`config.mk`:
```
export PLATFORM = sky130hd
export DESIGN_NAME = gpic_top
export DESIGN_NICKNAME = d
export VERILOG_FILES = /design/src/rtl/gpic_pkg.sv /design/src/rtl/gpic_regs.sv /design/src/rtl/gpic_ext_map.sv /design/src/rtl/gpic_arbiter.sv /design/src/rtl/gpic_top.sv
export SDC_FILE = /design/constraint.sdc
export NUM_CORES = 1
export LEC_CHECK = 0
export BUFFER_PORTS_ARGS = -buffer_cell sky130_fd_sc_hd__buf_2
export CORE_ASPECT_RATIO = 0.7
export CORE_MARGIN = 3
export CORE_UTILIZATION = 25
export DETAILED_ROUTE_END_ITERATION = 6
export GPL_TIMING_DRIVEN = 0
export SLEW_MARGIN = 20
export SYNTH_ARGS = -nofsm -noshare
export SYNTH_HDL_FRONTEND = slang
export SYNTH_HIERARCHICAL = 1
export SYNTH_SLANG_ARGS = --single-unit
```
`constraint.sdc`:
```
create_clock -name clk -period 16.5 [get_ports clk]
set_input_delay 1.65 -clock clk [delete_from_list [all_inputs] [get_ports clk]]
set_output_delay 1.65 -clock clk [all_outputs]
set_load 0.05 [all_outputs]
```
`src/rtl/gpic_pkg.sv`:
```
package gpic_pkg;
  typedef enum logic [1:0] {
    SEL_PRIO = 2'd0,
    SEL_MSET = 2'd1,
    SEL_MCLR = 2'd2
  } reg_sel_e;
endpackage

```
`src/rtl/gpic_regs.sv`:
```
module gpic_regs
  import gpic_pkg::*;
#(
  parameter int NUM_SRC = 8,
  parameter int REG_W   = 16,
  parameter int ADDR_W  = 2
) (
  input  logic               clk,
  input  logic               rst,
  input  logic               wr_en,
  input  logic [ADDR_W-1:0]  addr,
  input  logic [REG_W-1:0]   wr_data,
  output logic [REG_W-1:0]   rd_data,
  output logic [REG_W-1:0]   prio_q,
  output logic [NUM_SRC-1:0] mask_q
);
  localparam logic [ADDR_W-1:0] A_PRIO = ADDR_W'(SEL_PRIO);
  localparam logic [ADDR_W-1:0] A_MSET = ADDR_W'(SEL_MSET);
  localparam logic [ADDR_W-1:0] A_MCLR = ADDR_W'(SEL_MCLR);

  logic [NUM_SRC-1:0] wr_bits;
  assign wr_bits = wr_data[NUM_SRC-1:0];

  always_ff @(posedge clk) begin
    if (rst) begin
      prio_q  <= '0;
      mask_q  <= '0;
      rd_data <= '0;
    end else begin
      if (wr_en) begin
        if (addr == A_PRIO)      prio_q <= wr_data;
        else if (addr == A_MSET) mask_q <= mask_q | wr_bits;
        else if (addr == A_MCLR) mask_q <= mask_q & ~wr_bits;
      end
      if (addr == A_PRIO)                        rd_data <= prio_q;
      else if (addr == A_MSET || addr == A_MCLR) rd_data <= REG_W'(mask_q);
      else                                       rd_data <= '0;
    end
  end
endmodule

```
`src/rtl/gpic_ext_map.sv`:
```
module gpic_ext_map #(
  parameter int              PRIO_W    = 4,
  parameter int              CODE_W    = 12,
  parameter logic [CODE_W-1:0] EXT_BASE  = 12'h200,
  parameter logic [CODE_W-1:0] CODE_STEP = 12'h020
) (
  input  logic [PRIO_W-1:0] ext_lvl,
  output logic [PRIO_W-1:0] ext_prio,
  output logic [CODE_W-1:0] ext_code
);
  localparam logic [PRIO_W-1:0] IDLE_LVL = '1;

  always_comb begin
    if (ext_lvl == IDLE_LVL) begin
      ext_prio = '0;
      ext_code = '0;
    end else begin
      ext_prio = IDLE_LVL - ext_lvl;
      ext_code = EXT_BASE + CODE_W'(ext_lvl) * CODE_STEP;
    end
  end
endmodule

```
`src/rtl/gpic_arbiter.sv`:
```
module gpic_arbiter #(
  parameter int                      NUM_SRC    = 8,
  parameter int                      NUM_FIELDS = 4,
  parameter int                      PRIO_W     = 4,
  parameter int                      CODE_W     = 12,
  parameter int                      IDX_W      = 2,
  parameter logic [NUM_SRC*IDX_W-1:0] FIELD_MAP = 16'b11_11_11_11_10_10_01_00,
  parameter logic [CODE_W-1:0]       SRC_BASE   = 12'h400,
  parameter logic [CODE_W-1:0]       CODE_STEP  = 12'h020
) (
  input  logic [NUM_SRC-1:0]           req,
  input  logic [NUM_SRC-1:0]           mask,
  input  logic [NUM_FIELDS*PRIO_W-1:0] prio_reg,
  input  logic [PRIO_W-1:0]            ext_prio,
  input  logic [CODE_W-1:0]            ext_code,
  output logic [PRIO_W-1:0]            win_prio,
  output logic [CODE_W-1:0]            win_code
);
  localparam int REG_W = NUM_FIELDS * PRIO_W;

  logic [PRIO_W-1:0] eff_prio [NUM_SRC];
  logic [CODE_W-1:0] src_code [NUM_SRC];

  for (genvar i = 0; i < NUM_SRC; i++) begin : g_src
    localparam int FLD = int'(FIELD_MAP[i*IDX_W +: IDX_W]);
    localparam int MSB = REG_W - 1 - PRIO_W * FLD;
    assign eff_prio[i] = (req[i] && !mask[i]) ? prio_reg[MSB -: PRIO_W] : '0;
    assign src_code[i] = SRC_BASE + CODE_W'(i) * CODE_STEP;
  end

  // External candidate seeds the search; sources replace only on strictly higher.
  always_comb begin
    win_prio = ext_prio;
    win_code = ext_code;
    for (int i = 0; i < NUM_SRC; i++) begin
      if (eff_prio[i] > win_prio) begin
        win_prio = eff_prio[i];
        win_code = src_code[i];
      end
    end
  end
endmodule

```
`src/rtl/gpic_top.sv`:
```
module gpic_top #(
  parameter int                      NUM_SRC    = 8,
  parameter int                      NUM_FIELDS = 4,
  parameter int                      PRIO_W     = 4,
  parameter int                      CODE_W     = 12,
  parameter int                      ADDR_W     = 2,
  parameter logic [NUM_SRC*$clog2(NUM_FIELDS)-1:0] FIELD_MAP = 16'b11_11_11_11_10_10_01_00,
  parameter logic [CODE_W-1:0]       SRC_BASE   = 12'h400,
  parameter logic [CODE_W-1:0]       EXT_BASE   = 12'h200,
  parameter logic [CODE_W-1:0]       CODE_STEP  = 12'h020
) (
  input  logic                          clk,
  input  logic                          rst,
  input  logic                          wr_en,
  input  logic [ADDR_W-1:0]             addr,
  input  logic [NUM_FIELDS*PRIO_W-1:0]  wr_data,
  output logic [NUM_FIELDS*PRIO_W-1:0]  rd_data,
  input  logic [NUM_SRC-1:0]            req,
  input  logic [PRIO_W-1:0]             ext_lvl,
  output logic [PRIO_W-1:0]             irq_level,
  output logic [CODE_W-1:0]             irq_code
);
  localparam int REG_W = NUM_FIELDS * PRIO_W;
  localparam int IDX_W = $clog2(NUM_FIELDS);

  logic [REG_W-1:0]   prio_q;
  logic [NUM_SRC-1:0] mask_q;
  logic [PRIO_W-1:0]  ext_prio, win_prio;
  logic [CODE_W-1:0]  ext_code, win_code;

  gpic_regs #(.NUM_SRC(NUM_SRC), .REG_W(REG_W), .ADDR_W(ADDR_W)) u_regs (
    .clk(clk), .rst(rst), .wr_en(wr_en), .addr(addr), .wr_data(wr_data),
    .rd_data(rd_data), .prio_q(prio_q), .mask_q(mask_q)
  );

  gpic_ext_map #(.PRIO_W(PRIO_W), .CODE_W(CODE_W), .EXT_BASE(EXT_BASE),
                 .CODE_STEP(CODE_STEP)) u_ext (
    .ext_lvl(ext_lvl), .ext_prio(ext_prio), .ext_code(ext_code)
  );

  gpic_arbiter #(.NUM_SRC(NUM_SRC), .NUM_FIELDS(NUM_FIELDS), .PRIO_W(PRIO_W),
                 .CODE_W(CODE_W), .IDX_W(IDX_W), .FIELD_MAP(FIELD_MAP),
                 .SRC_BASE(SRC_BASE), .CODE_STEP(CODE_STEP)) u_arb (
    .req(req), .mask(mask_q), .prio_reg(prio_q), .ext_prio(ext_prio),
    .ext_code(ext_code), .win_prio(win_prio), .win_code(win_code)
  );

  always_ff @(posedge clk) begin
    if (rst) begin
      irq_level <= '0;
      irq_code  <= '0;
    end else begin
      irq_level <= win_prio;
      irq_code  <= (win_prio == '0) ? '0 : win_code;
    end
  end
endmodule

```
==> results of run 1 <==
worst max-delay path, delay by kind of cell:
family / cells / cell delay (ns)
AOI/OAI and AO/OA: 20 / 4.86
adders and majority gates: 11 / 3.48
and+or+nand+nor: 19 / 2.78
buffers and inverters: 4 / 0.44
muxes: 7 / 2.08
final cells by class:
cell class | count | area share (%)
Buffer | 26 | 3.923
Clock buffer | 5 | 2.421
Clock inverter | 3 | 0.8959
Inverter | 25 | 1.816
Multi-Input combinational cell | 409 | 57.70
Sequential cell | 56 | 21.69
Tap cell | 225 | 5.448
Timing Repair Buffer | 63 | 6.102
kinds of logic (layout without fill, tap and decap cells):
family,Yosys count,after routing,synth area share [%]
mux,25,25,6.060
buf+inv,51,122,6.775
fa+ha+maj,25,25,6.975
flops,56,56,25.61
other cells,1,7,0.08568
xor+xnor,6,6,1.201
compound gates,132,132,24.21
simple gates,214,214,29.07
per-layer routing:
metal,wire [um],vias up,part of all wire [%]
li1,-,1994,-
met1,6894,1827,58
met2,4185,123,35
met3,773,0,6.5
met4,0,0,0
met5,0,-,0
worst max path at each step:
stage / endpoint / slack [ns] / cells after the start
after detailed placement: irq_code[10]$_SDFF_PP0_ / 1.22 / 61
after global placement: irq_code[7]$_SDFF_PP0_ / 1.21 / 61
final: irq_code[7]$_SDFF_PP0_ / 1.36 / 61
after CTS: irq_code[10]$_SDFF_PP0_ / 1.49 / 61
after global routing: irq_code[7]$_SDFF_PP0_ / 0.32 / 61
after floorplan: irq_code[10]$_SDFF_PP0_ / 3.02 / 55
power groups by stage:
stage | clock network [mW] | logic [mW] | registers, mW
2_1_floorplan | 0 | 0.0907 | 0.183
3_3_place_gp | 0 | 0.154 | 0.153
3_5_place_dp | 0 | 0.154 | 0.153
4_1_cts | 0.128 | 0.155 | 0.150
5_1_grt | 0.134 | 0.169 | 0.151
6_report | 0.125 | 0.156 | 0.150
per-stage QoR:
stage	cells	hold slack (ns)	worst slack (ns)	util (%)	instance area, um^2
3_3_place_gp	804	0.5064	1.210	29.85	4996
5_1_grt	812	0.5330	0.3212	30.87	5167
4_1_cts	812	0.5189	1.494	30.87	5167
3_5_place_dp	804	0.5048	1.225	29.85	4996
6_report	812	0.5139	1.363	30.87	5167
2_1_floorplan	516	0.4385	3.015	-	4399
layout by cell type (no fill, tap or decap), types with 3 or more instances in the layout:
| cell | n |
|---|---|
| a211oi_1 | 3 |
| dfxtp_1 | 56 |
| nand3_1 | 33 |
| maj3_1 | 3 |
| nor2_1 | 23 |
| inv_1 | 25 |
| buf_6 | 7 |
| and2_1 | 24 |
| buf_4 | 12 |
| a21o_1 | 3 |
| nand3b_1 | 14 |
| a21bo_1 | 16 |
| clkbuf_1 | 3 |
| buf_2 | 66 |
| o31ai_1 | 3 |
| a31oi_1 | 7 |
| o21a_1 | 4 |
| nor2b_1 | 18 |
| and3_1 | 9 |
| xnor2_1 | 3 |
| mux2i_1 | 18 |
| o2111ai_1 | 3 |
| a21oi_1 | 25 |
| nand2b_1 | 13 |
| xor2_1 | 3 |
| o211ai_1 | 5 |
| a21oi_2 | 15 |
| clkbuf_16 | 5 |
| o21ai_0 | 12 |
| ha_1 | 22 |
| o21ai_1 | 3 |
| conb_1 | 7 |
| mux2_2 | 5 |
| nor3b_1 | 14 |
| nand2_1 | 44 |
==> results.py, run 1 <==
metrics = {
    "outcome": {
        "status": "completed",
    },
    "global_route": {
        "gr-total-overflow": 0,
        "antenna_found_initial": 0,
        "grt_usage_pct": 12.32,
        "grt_pass1_wl_um": 18730,
        "grt_pass1_vias": 3479,
        "grtUsageMet3_pct": 2.588,
        "grtUsageMet2_pct": 15.27,
        "grt_use_met1_pct": 21.40,
        "grt-busiest-layer": "met1",
        "grt_max_degree": 19,
    },
    "worst_hold_path": {
        "whs_path_depth": 1,
        "min_path_type": "flop to flop",
        "min-delay-start": "u_regs/prio_q[8]$_SDFFE_PP0P_",
        "min_to": "u_regs/rd_data[8]$_SDFF_PP0_",
    },
    "worst_setup_path": {
        "cp_common_cell": "ha_1",
        "slowest_stage": "o31ai_1",
        "rr_endpoint": "irq_code[7]$_SDFF_PP0_",
        "start_kind": "primary input",
        "required_ns": 16.67,
        "endpoint_kind": "flop",
        "crit_fanout": 10,
        "arrival_ns": 15.31,
        "crit_type": "primary input to flop",
        "r2r_cells": 60,
        "crit_start": "req[0]",
        "cpPeakStageDelay_ns": 0.67,
        "reg2reg_slack_ns": 2.36,
    },
    "floorplanning": {
        "rows": 39,
        "die_x_um": 164.1,
        "chipHeight_um": 116.7,
        "start_util_pct": 26.15,
        "pin_count": 65,
        "dieArea_um2": 19160,
        "core_um2": 16740,
    },
    "logic_synthesis": {
        "synth_top_area_share_pct": 25.61,
        "netlist_area_um2": 4377,
        "synth.most_common_cell": "dfxtp_1",
        "syn_area_per_cell_um2": 8.582,
        "synthArstFlopShare_pct": 0,
        "syn_inst": 510,
        "ys_warn_count": 6,
        "synthFlopType": "dfxtp_1",
        "synth_largest_area_cell": "dfxtp_1",
        "synth_cell_types": 82,
        "ys_top_cells_by_area": "dfxtp_1 (26%), ha_1 (6.3%), mux2i_1 (4.1%)",
        "ys_seq_elements": 56,
        "synthTopCellsByCount": "dfxtp_1 (56), nand2_1 (44), nand3_1 (33), a21oi_1 (25), inv_1 (25)",
        "synth-edff-count": 0,
        "synth.yosys.seq_area_share_pct": 25.61,
    },
    "placed_design": {
        "dp_hpwl_um": 9505,
        "io_buffers": 63,
        "gp_congestion": 0.8965,
    },
    "clock_network": {
        "clock-root-buffer": "clkbuf_16",
        "clk_pin_slew_ns": 0.08,
        "cts_setup_buffers": 0,
        "clock_sinks": 56,
        "clk_path_buf_depth": 2,
        "htree_levels": 2,
        "cts_buffers": 5,
        "holdBufCountCts": 0,
        "clk_latency_ns": 0.30,
        "cts_resized": 0,
        "cts_tree": "yes",
    },
    "power_and_ir_drop": {
        "internal_power_mw": 0.2751,
        "power_mw": 0.4309,
        "power.switching_mw": 0.1557,
        "clkPwrFrac_pct": 29.0,
        "p_sw_share_pct": 36.14,
        "sequentialPowerShare_pct": 34.8,
        "p_leak_nw": 2.204,
        "irDropWorstVdd_uv": 43.79,
        "powerDensity_nw_per_um2": 83.38,
        "comb_power_share_pct": 36.2,
    },
    "timing": {
        "setup_tns_ns": 0,
        "hold_viol": 0,
        "slew_headroom_pct": 42.56,
        "maxSlewViolCount": 0,
        "rsz0062_at_grt": "no",
        "finClkSkew_ns": 0.006851,
        "max_freq_mhz": 66.06,
        "tightest_slew_ns": 0.8598,
        "setup_viol": 0,
        "final.period_utilization_pct": 91.74,
        "period_needed_ns": 15.14,
    },
    "route": {
        "viasPerCell": 4.857,
        "firstDrtPassIters": 5,
        "antenna_left": 0,
        "routed_wl_um": 11850,
        "drc": 0,
        "wl_per_cell_um": 14.60,
        "drt-initial-drc-count": 403,
        "vias": 3944,
    },
    "layout": {
        "seq_area_um2": 1121,
        "nFillCells": 1762,
        "syn_to_final_growth_pct": 18.07,
        "layout.nets": 641,
        "multi_input_area_um2": 2982,
        "final_layout_size_suffix_gt1_share_pct": 23.85,
        "diodes": 0,
    },
    "flow_run": {
        "drv_cap": 0,
    },
}
No activity file was read; power rests on OpenSTA's default activity.
==> inputs of run 2 (changes only) <==
- CORE_UTILIZATION: 25 -> 40
==> run 2 against run 1 <==
- largest power group unchanged
- worst hold slack got worse by 0.015 ns
- sequential share of layout area increased by 0.54 points
- largest cell class unchanged
- routed wire length decreased by 7.0%
- sequential cell count unchanged
==> results.py, run 2 (synthesis results as in run 1) <==
metrics = {
    "layout": {
        "stdcell_count": 735,
        "syn_to_final_growth_pct": 15.21,
        "nFillCells": 1022,
        "seq_area_um2": 1121,
        "final_cell_mix": "buf_2 (66), dfxtp_1 (56), nand2_1 (44)",
        "multi_input_area_um2": 2982,
        "layout.nets": 641,
        "diodes": 0,
        "final_common_cell": "buf_2",
        "final_layout_size_suffix_gt1_share_pct": 23.68,
        "final_area_um2": 5042,
    },
    "global_route": {
        "grt_pass1_vias": 3618,
        "antenna_found_initial": 0,
        "gr-total-overflow": 0,
        "grt_pass1_wl_um": 17900,
        "grt_usage_pct": 18.44,
        "grt_max_degree": 18,
    },
    "clock_network": {
        "clk_path_buf_depth": 2,
        "cts_setup_buffers": 0,
        "holdBufCountCts": 0,
        "clk_latency_ns": 0.30,
        "clock-root-buffer": "clkbuf_16",
        "cts_tree": "yes",
        "clk_pin_slew_ns": 0.07,
        "cts_resized": 0,
        "htree_levels": 2,
        "clock_sinks": 56,
        "cts_buffers": 5,
    },
    "power_and_ir_drop": {
        "powerDensity_nw_per_um2": 81.64,
        "p_sw_share_pct": 37.00,
        "clkPwrFrac_pct": 26.1,
        "irDropWorstVdd_uv": 42.02,
        "p_leak_nw": 2.190,
        "sequentialPowerShare_pct": 36.3,
        "internal_power_mw": 0.2593,
        "comb_power_share_pct": 37.6,
        "power.switching_mw": 0.1523,
    },
    "timing": {
        "rsz0062_at_grt": "no",
        "finClkSkew_ns": 0.009858,
        "slew_headroom_pct": 48.46,
        "setup_tns_ns": 0,
        "period_needed_ns": 15.10,
        "tightest_slew_ns": 0.7714,
        "final.period_utilization_pct": 91.51,
        "holdWs_ns": 0.4987,
        "maxSlewViolCount": 0,
        "setup_viol": 0,
        "max_freq_mhz": 66.23,
        "hold_viol": 0,
    },
    "route": {
        "viasPerCell": 5.335,
        "vias": 3921,
        "drt-initial-drc-count": 270,
        "routed_wl_um": 11020,
        "drc": 0,
        "firstDrtPassIters": 4,
        "antenna_left": 0,
        "wl_per_cell_um": 14.99,
    },
    "placed_design": {
        "dp_cells": 727,
        "io_buffers": 63,
        "placed_area_um2": 4900,
        "gp_congestion": 0.8820,
        "dp_hpwl_um": 8793,
    },
    "worst_setup_path": {
        "crit_type": "primary input to flop",
        "slowest_stage": "o31ai_1",
        "cpPeakStageDelay_ns": 0.66,
        "crit_start": "req[0]",
        "start_kind": "primary input",
        "cp_common_cell": "ha_1",
        "required_ns": 16.67,
        "endpoint_kind": "flop",
        "crit_fanout": 10,
        "arrival_ns": 15.27,
    },
    "floorplanning": {
        "start_util_pct": 41.64,
        "dieArea_um2": 12250,
        "die_x_um": 131.0,
        "pin_count": 65,
        "rows": 31,
        "core_um2": 10510,
        "chipHeight_um": 93.52,
    },
    "outcome": {
        "status": "completed",
    },
    "worst_hold_path": {
        "min_path_type": "flop to flop",
        "min-delay-start": "u_regs/prio_q[11]$_SDFFE_PP0P_",
    },
    "flow_run": {
        "drv_cap": 0,
    },
}
-- run 2: changes by cell type in the layout (fill, tap and decap cells not counted), sizes merged --
cell and change:
clkbuf +1, bufinv -1
-- run 2: critical path: cells and delay by family --
kind | cells | cell delay (ns)
adder cells (fa/ha/maj) | 11 | 3.57
AND/OR/NAND/NOR | 15 | 2.37
AO/OA/AOI/OAI | 23 | 5.14
buffers and inverters | 4 | 0.43
multiplexers | 7 | 2.07
-- run 2: path summary, 6_finish.rpt --
| check | endpoint | slack, ns | cells after the start |
|---|---|---|---|
| max | irq_code[10]$_SDFF_PP0_ | 1.40 | 60 |
| min | u_regs/rd_data[11]$_SDFF_PP0_ | 0.50 | 1 |
| max reg2reg | irq_code[10]$_SDFF_PP0_ | 2.39 | 59 |
| min reg2reg | u_regs/rd_data[11]$_SDFF_PP0_ | 0.50 | 1 |
-- run 2: per-layer routing --
metal  share of wire [%]  GRT usage [%]
met4                0.92          4.110
met1                  52          27.11
met2                  43          27.66
met5                   0              0
met3                 4.3          3.596
-- run 2: per-stage QoR --
step	util [%]	total power [mW]	setup slack, ns
6_report	47.97	0.4117	1.401
4_1_cts	47.97	0.4140	1.421
3_5_place_dp	46.61	0.3058	1.186
5_1_grt	47.97	0.4352	0.3336
2_1_floorplan	-	0.2734	3.015
3_3_place_gp	46.61	0.3033	1.524
-- run 2: cell type report --
class | instances | share of cell area [%]
Clock inverter | 2 | 0.2730
Inverter | 25 | 1.861
Sequential cell | 56 | 22.23
Multi-Input combinational cell | 409 | 59.13
Tap cell | 148 | 3.672
Buffer | 26 | 4.020
Clock buffer | 6 | 2.556
Timing Repair Buffer | 63 | 6.253
-- run 2: power by group through the flow --
stage | Clock (mW) | Sequential (mW) | Combinational, mW
2_1_floorplan | 0 | 0.183 | 0.0907
3_3_place_gp | 0 | 0.153 | 0.151
3_5_place_dp | 0 | 0.153 | 0.153
4_1_cts | 0.110 | 0.150 | 0.154
5_1_grt | 0.116 | 0.151 | 0.169
6_report | 0.107 | 0.150 | 0.155
